[src/rtl/fault_isolation_reg.sv]
module fault_isolation_reg #(
  parameter int W = 36
) (
  input  logic         clk,
  input  logic         rst_n,
  input  logic [W-1:0] err_in,
  input  logic         wr_en,
  input  logic [2:0]   addr,
  input  logic [W-1:0] wdata,
  output logic [W-1:0] rdata,
  output logic         checkstop,
  output logic         recoverable,
  output logic         other_act
);

  localparam logic [2:0] OFS_FLT     = 3'd0;
  localparam logic [2:0] OFS_FLT_AND = 3'd1;
  localparam logic [2:0] OFS_FLT_OR  = 3'd2;
  localparam logic [2:0] OFS_MSK     = 3'd3;
  localparam logic [2:0] OFS_MSK_AND = 3'd4;
  localparam logic [2:0] OFS_MSK_OR  = 3'd5;
  localparam logic [2:0] OFS_ACT0    = 3'd6;
  localparam logic [2:0] OFS_ACT1    = 3'd7;

  logic [W-1:0] fault_q, mask_q, act0_q, act1_q;
  logic [W-1:0] fault_d, mask_d;
  logic [W-1:0] live;

  always_comb begin
    fault_d = fault_q;
    mask_d  = mask_q;
    if (wr_en) begin
      case (addr)
        OFS_FLT:     fault_d = wdata;
        OFS_FLT_AND: fault_d = fault_q & wdata;
        OFS_FLT_OR:  fault_d = fault_q | wdata;
        OFS_MSK:     mask_d  = wdata;
        OFS_MSK_AND: mask_d  = mask_q & wdata;
        OFS_MSK_OR:  mask_d  = mask_q | wdata;
        default: ;
      endcase
    end
    fault_d = fault_d | err_in;
  end

  always_ff @(posedge clk or negedge rst_n) begin
    if (!rst_n) begin
      fault_q <= '0;
      mask_q  <= '1;
      act0_q  <= '0;
      act1_q  <= '0;
    end else begin
      fault_q <= fault_d;
      mask_q  <= mask_d;
      if (wr_en && addr == OFS_ACT0) act0_q <= wdata;
      if (wr_en && addr == OFS_ACT1) act1_q <= wdata;
    end
  end

  always_comb begin
    case (addr)
      OFS_FLT, OFS_FLT_AND, OFS_FLT_OR: rdata = fault_q;
      OFS_MSK, OFS_MSK_AND, OFS_MSK_OR: rdata = mask_q;
      OFS_ACT0:                         rdata = act0_q;
      default:                          rdata = act1_q;
    endcase
  end

  assign live        = fault_q & ~mask_q;
  assign checkstop   = |(live & ~act0_q & ~act1_q);
  assign recoverable = |(live & ~act0_q &  act1_q);
  assign other_act   = |(live &  act0_q);

endmodule

[config.mk]
export PLATFORM = sky130hd
export DESIGN_NAME = fault_isolation_reg
export DESIGN_NICKNAME = d
export VERILOG_FILES = /design/src/rtl/fault_isolation_reg.sv
export SDC_FILE = /design/constraint.sdc
export NUM_CORES = 1
export LEC_CHECK = 0
export BUFFER_PORTS_ARGS = -buffer_cell sky130_fd_sc_hd__buf_2
export CORE_MARGIN = 2
export CORE_UTILIZATION = 57
export DETAILED_ROUTE_END_ITERATION = 8
export PLACE_DENSITY = 0.79
export SLEW_MARGIN = 40
export SYNTH_ARGS = -nofsm -noshare
export SYNTH_HDL_FRONTEND = slang
export SYNTH_SLANG_ARGS = --single-unit
[constraint.sdc]
create_clock -name clk -period 2.7 [get_ports clk]
set_input_delay 0.54 -clock clk [delete_from_list [all_inputs] [get_ports clk]]
set_output_delay 0.54 -clock clk [all_outputs]
set_load 0.005 [all_outputs]
# Yosys cells after proc, flatten, opt, wreduce, memory -nomap -nowiden
# Index checks and enable logic that the tools add are counted.
op_classes:
  eq_ne: 7
  muxes: 4
  bitwise_logic: 13
  n_reduce_logical: 10
op_table:
  columns: ["operator", "count"]
  rows:
  - ["one-hot mux 36 bit (3 select lines)", 3]
  - ["AND 36 bit", 7]
  - ["NOT 36 bit", 3]
  - ["bitwise OR 36 bit", 3]
  - ["OR reduction 36 bit", 3]
  - ["two-way mux 36 bit", 1]
  - ["equality test 3 bit (second input constant)", 4]
  - ["equality test 3 x 2 -> 1 bit (second input constant)", 2]
  - ["OR reduction 3 bit", 2]
  - ["equality test 3 x 1 -> 1 bit (second input constant)", 1]
  - ["logical NOT 3 bit", 1]
  - ["nonzero test 3 bit", 1]
  - ["logical AND 1 bit", 2]
  - ["AND reduction 2 bit", 1]
word_totals:
  reg_bits: 144
  inputBits: 78
  out_inout_bits: 39
  word_cells: 38

# Logic depth before layout (Yosys ltp)
depth:
  word_depth: 5
  ltp_mapped: 7
  ltp_nobuf: 4

# Worst setup path before layout
# Ideal clock, no wire load.
synth_timing:
  kind: "input to output"
  start: "in addr[1]"
  end: "out rdata[35]"
  t_arrival_ns: 1.538
  t_required_ns: 2.160
  slack_ns: 0.622
  path_stages: 6
  path_buffers: 4
  cell_sequence: "buf_2 buf_4 buf_2 clkbuf_1 o21ai_0 mux2i_1"
synth_between:
  elab_chain_cells: 3
  word_cells_on_any_way: 10
  cone_classes: "eq/ne: 6; mux: 1; reduce/logical: 3"
synth_rtl:
  columns: ["item", "line", "text"]
  rows:
  - ["start: declaration", "8", "input logic [2:0] addr,"]
  - ["equality test 3 x 2 -> 1 bit (tied with other cells)", "61", "case (addr)"]
  - ["OR reduction 3 bit", "61", null]
  - ["one-hot mux 36 bit (3 select lines) *", "61", null]
  - ["end: declaration", "10", "output logic [W-1:0] rdata,"]
# Every way passes the cells marked *; elsewhere a longest branch is shown, timed or not.

# Worst setup path after layout
layout_timing:
  start: "reg mask_q[12]"
  end: "out checkstop"
layout_between:
  elab_chain_cells: 5
layout_rtl:
  columns: ["item", "line", "text"]
  rows:
  - ["start: declaration", "25", "logic [W-1:0] fault_q, mask_q, act0_q, act1_q;"]
  - ["start signal: assignment", "54", "mask_q <= mask_d;"]
  - ["NOT 36 bit", "69", "assign live = fault_q & ~mask_q;"]
  - ["AND 36 bit", "69", null]
  - ["AND 36 bit (2 in a row)", "70", "assign checkstop = |(live & ~act0_q & ~act1_q);"]
  - ["OR reduction 36 bit", "70", null]
  - ["end: declaration", "11", "output logic checkstop,"]
# Every way passes these cells.

==> impl_metrics.json <==
{
  "synth.distinct_cells": 34,
  "ys_ff_latch": 144,
  "grt.overflow.total": 0,
  "power_density_nw_per_um2": 744.0,
  "grt_use_total": 0.3180,
  "finalPower_uw": 7613,
  "violations": "setup timing",
  "antenna_found_initial": 1,
  "maxSlewHeadroom": 0.4874,
  "tightest_slew_ns": 0.7582,
  "dieHeight_um": 126.0,
  "worstSkewPairLatency_ns": 0.43,
  "r2r_slack_ns": 1.58,
  "crit_required_ns": 2.16,
  "port_buffers": 116,
  "finalNonFillerCells": 1146,
  "placeableCoreArea_um2": 14530,
  "critPathTopFamily": "simple AND/OR/NAND/NOR gates",
  "peakVddDrop_uv": 497.9,
  "num_rows": 44,
  "synth_edf_count": 0,
  "root_buffer": "clkbuf_16",
  "ys_seq_area_frac": 0.4298,
  "crit_chain": "nor4b_2 -> nor4_2 -> nand4_1 -> or3_4 -> buf_6",
  "outcome": "finished with violations",
  "ys_async_sr_fraction": 1.000,
  "htreeDepth": 4,
  "path_max_fanout": 4,
  "arrival_ns": 2.21,
  "min_period_ns": 2.751,
  "fp.dieW_um": 126.0,
  "ant_nets": 0,
  "skew_ns": 0,
  "drive_gt1_frac": 0.3382,
  "r2r_cells": 3,
  "placed_cells": 1095,
  "die_area_um2": 15890,
  "worstSetupPathType": "flip-flop to primary output",
  "r2r-start": "fault_q[16]",
  "place_congestion": 0.9097,
  "nets": 1026,
  "drtIter0Drc": 832,
  "grt_pass1_vias": 7171,
  "synth.avg_cell_area_um2": 10.27,
  "setup_ws_ns": -0.05068,
  "synth_nets": 905,
  "path_clk_slew_ns": 0.06,
  "synthesis.area_um2": 8489,
  "hpwlAfterDp_um": 16610,
  "slowest_delay_ns": 0.58,
  "worst-path-buf-inv": 1,
  "drv_cap": 0,
  "period_share": 1.019,
  "vias": 7716,
  "cp-start-kind": "flip-flop",
  "clock-sinks": 144,
  "cp-end-kind": "primary output",
  "synthCells": 827,
  "post_drt_wl_per_cell_um": 22.43,
  "drt-total-wl_um": 25710,
  "crit_slowest_cell": "dfstp_2",
  "pre_cts_ws_ns": 0.2360,
  "setup_violations": 1,
  "initial_utilization": 0.5841,
  "post-route-drc-count": 0,
  "min_path_type": "input pin to async pin",
  "setup-tns-final_ns": -0.05068,
  "leakage_uw": 0.004583,
  "cts_hold_buf": 0,
  "ys.flop_type": "dfrtp_1",
  "fmax_mhz": 363.5,
  "hold_viol": 0,
  "cts_tree": "done",
  "yosysWarnings": 0,
  "vias_per_cell": 6.733,
  "r2r_end": "fault_q[16]",
  "drt_pass1_iterations": 5,
  "drv_slew": 0,
  "cts_buffers": 17,
  "grt_max_degree": 67,
  "clock_tree.buffer_depth": 2,
  "ios": 117,
  "rsz0062_at_grt": "true",
  "syn_to_final_growth_pct": 20.53,
  "grt_pass1_wl_um": 39320
}
layer usage:
metal / up-vias / part of all wire / global-route usage
met2: 412 / 0.47 / 0.5089
met4: 0 / 0.031 / 0.1144
met3: 63 / 0.088 / 0.07052
met5: - / 0 / 0
met1: 3790 / 0.41 / 0.4286
li1: 3451 / - / -
registers in the layout, indices dropped and copies added (netlist names):
name / flops
mask_q: 36
act1_q: 36
act0_q: 36
fault_q: 36
through the flow:
stage / utilization / hold slack (ns) / instance area [µm²]
CTS: 0.6897 / 0.1203 / 10020
global placement: 0.6385 / 0.5214 / 9280
detailed placement: 0.6390 / 0.5319 / 9288
global route: 0.7039 / 0.1285 / 10230
finish: 0.7040 / 0.08344 / 10230
floorplan: - / 0.2444 / 8489
layout make-up:
type / instances / area [µm²]
repair buffers: 159 / 1033
well taps: 184 / 230.2
clock inverters: 10 / 160.2
fillers: 1081 / 4302
flip-flops and latches: 144 / 3654
diodes: 1 / 2.502
multi-input cells: 624 / 4681
inverters: 2 / 7.507
clock buffers: 22 / 464.2
cells by family after synthesis:
kind of cell,synth area share
xor+xnor,0.001032
buf+inv,0.03847
flops,0.4298
compound gates,0.1726
simple gates,0.2178
mux,0.1403
synth_stat cells (2+ instances only):
master,count,area share
nand3b_1,36,0.032
clkbuf_1,20,0.0088
nand4_1,11,0.0081
nor3b_1,3,0.0027
a21o_1,36,0.032
nor4_1,16,0.012
nor4b_1,34,0.035
o21ai_0,36,0.021
nand2_1,38,0.017
buf_4,6,0.0053
mux2_2,72,0.096
nor2_1,73,0.032
or3_1,2,0.0015
nor4bb_1,34,0.040
and3_1,36,0.027
inv_1,2,0.00088
mux2i_1,38,0.045
nand3_1,4,0.0024
dfrtp_1,108,0.32
dfstp_2,36,0.11
a221o_1,36,0.042
a211oi_1,35,0.031
buf_2,24,0.014
a2111oi_0,2,0.0021
nor3b_2,2,0.0029
a21oi_1,73,0.043
buf_6,7,0.0093
cell usage in the layout (no fill, tap or decap), drive strengths merged, types with 36 or more instances in the layout:
cell	n
dfrtp	108
o21ai	37
mux2i	38
nand2	38
a21oi	73
mux2	72
a21o	36
buf	159
and3	36
dfstp	36
a221o	36
nor2	73
nand3b	36
worst max path at each step:
stage	endpoint	cells after the start	start	slack [ns]
finish	checkstop	5	mask_q[12]	-0.05
global route	checkstop	6	mask_q[24]	-0.07
CTS	checkstop	5	mask_q[35]	0.002
floorplan	rdata[35]	6	addr[1]	0.62
detailed placement	checkstop	5	mask_q[13]	0.24
global placement	checkstop	5	mask_q[2]	0.09
power breakdown:
part | total [µW] | internal [µW] | switching [µW]
Clock | 2510 | 1590 | 917
Sequential | 3170 | 2660 | 511
Combinational | 1930 | 979 | 956
Total | 7610 | 5230 | 2380
timing repair:
action,4_1_cts,5_1_grt
gates resized for setup,10,22
cloned,0,0
buffers inserted,9,10
pin swaps,8,12
setup endpoints to repair,2,2
Power figures use the tool's default switching activity.
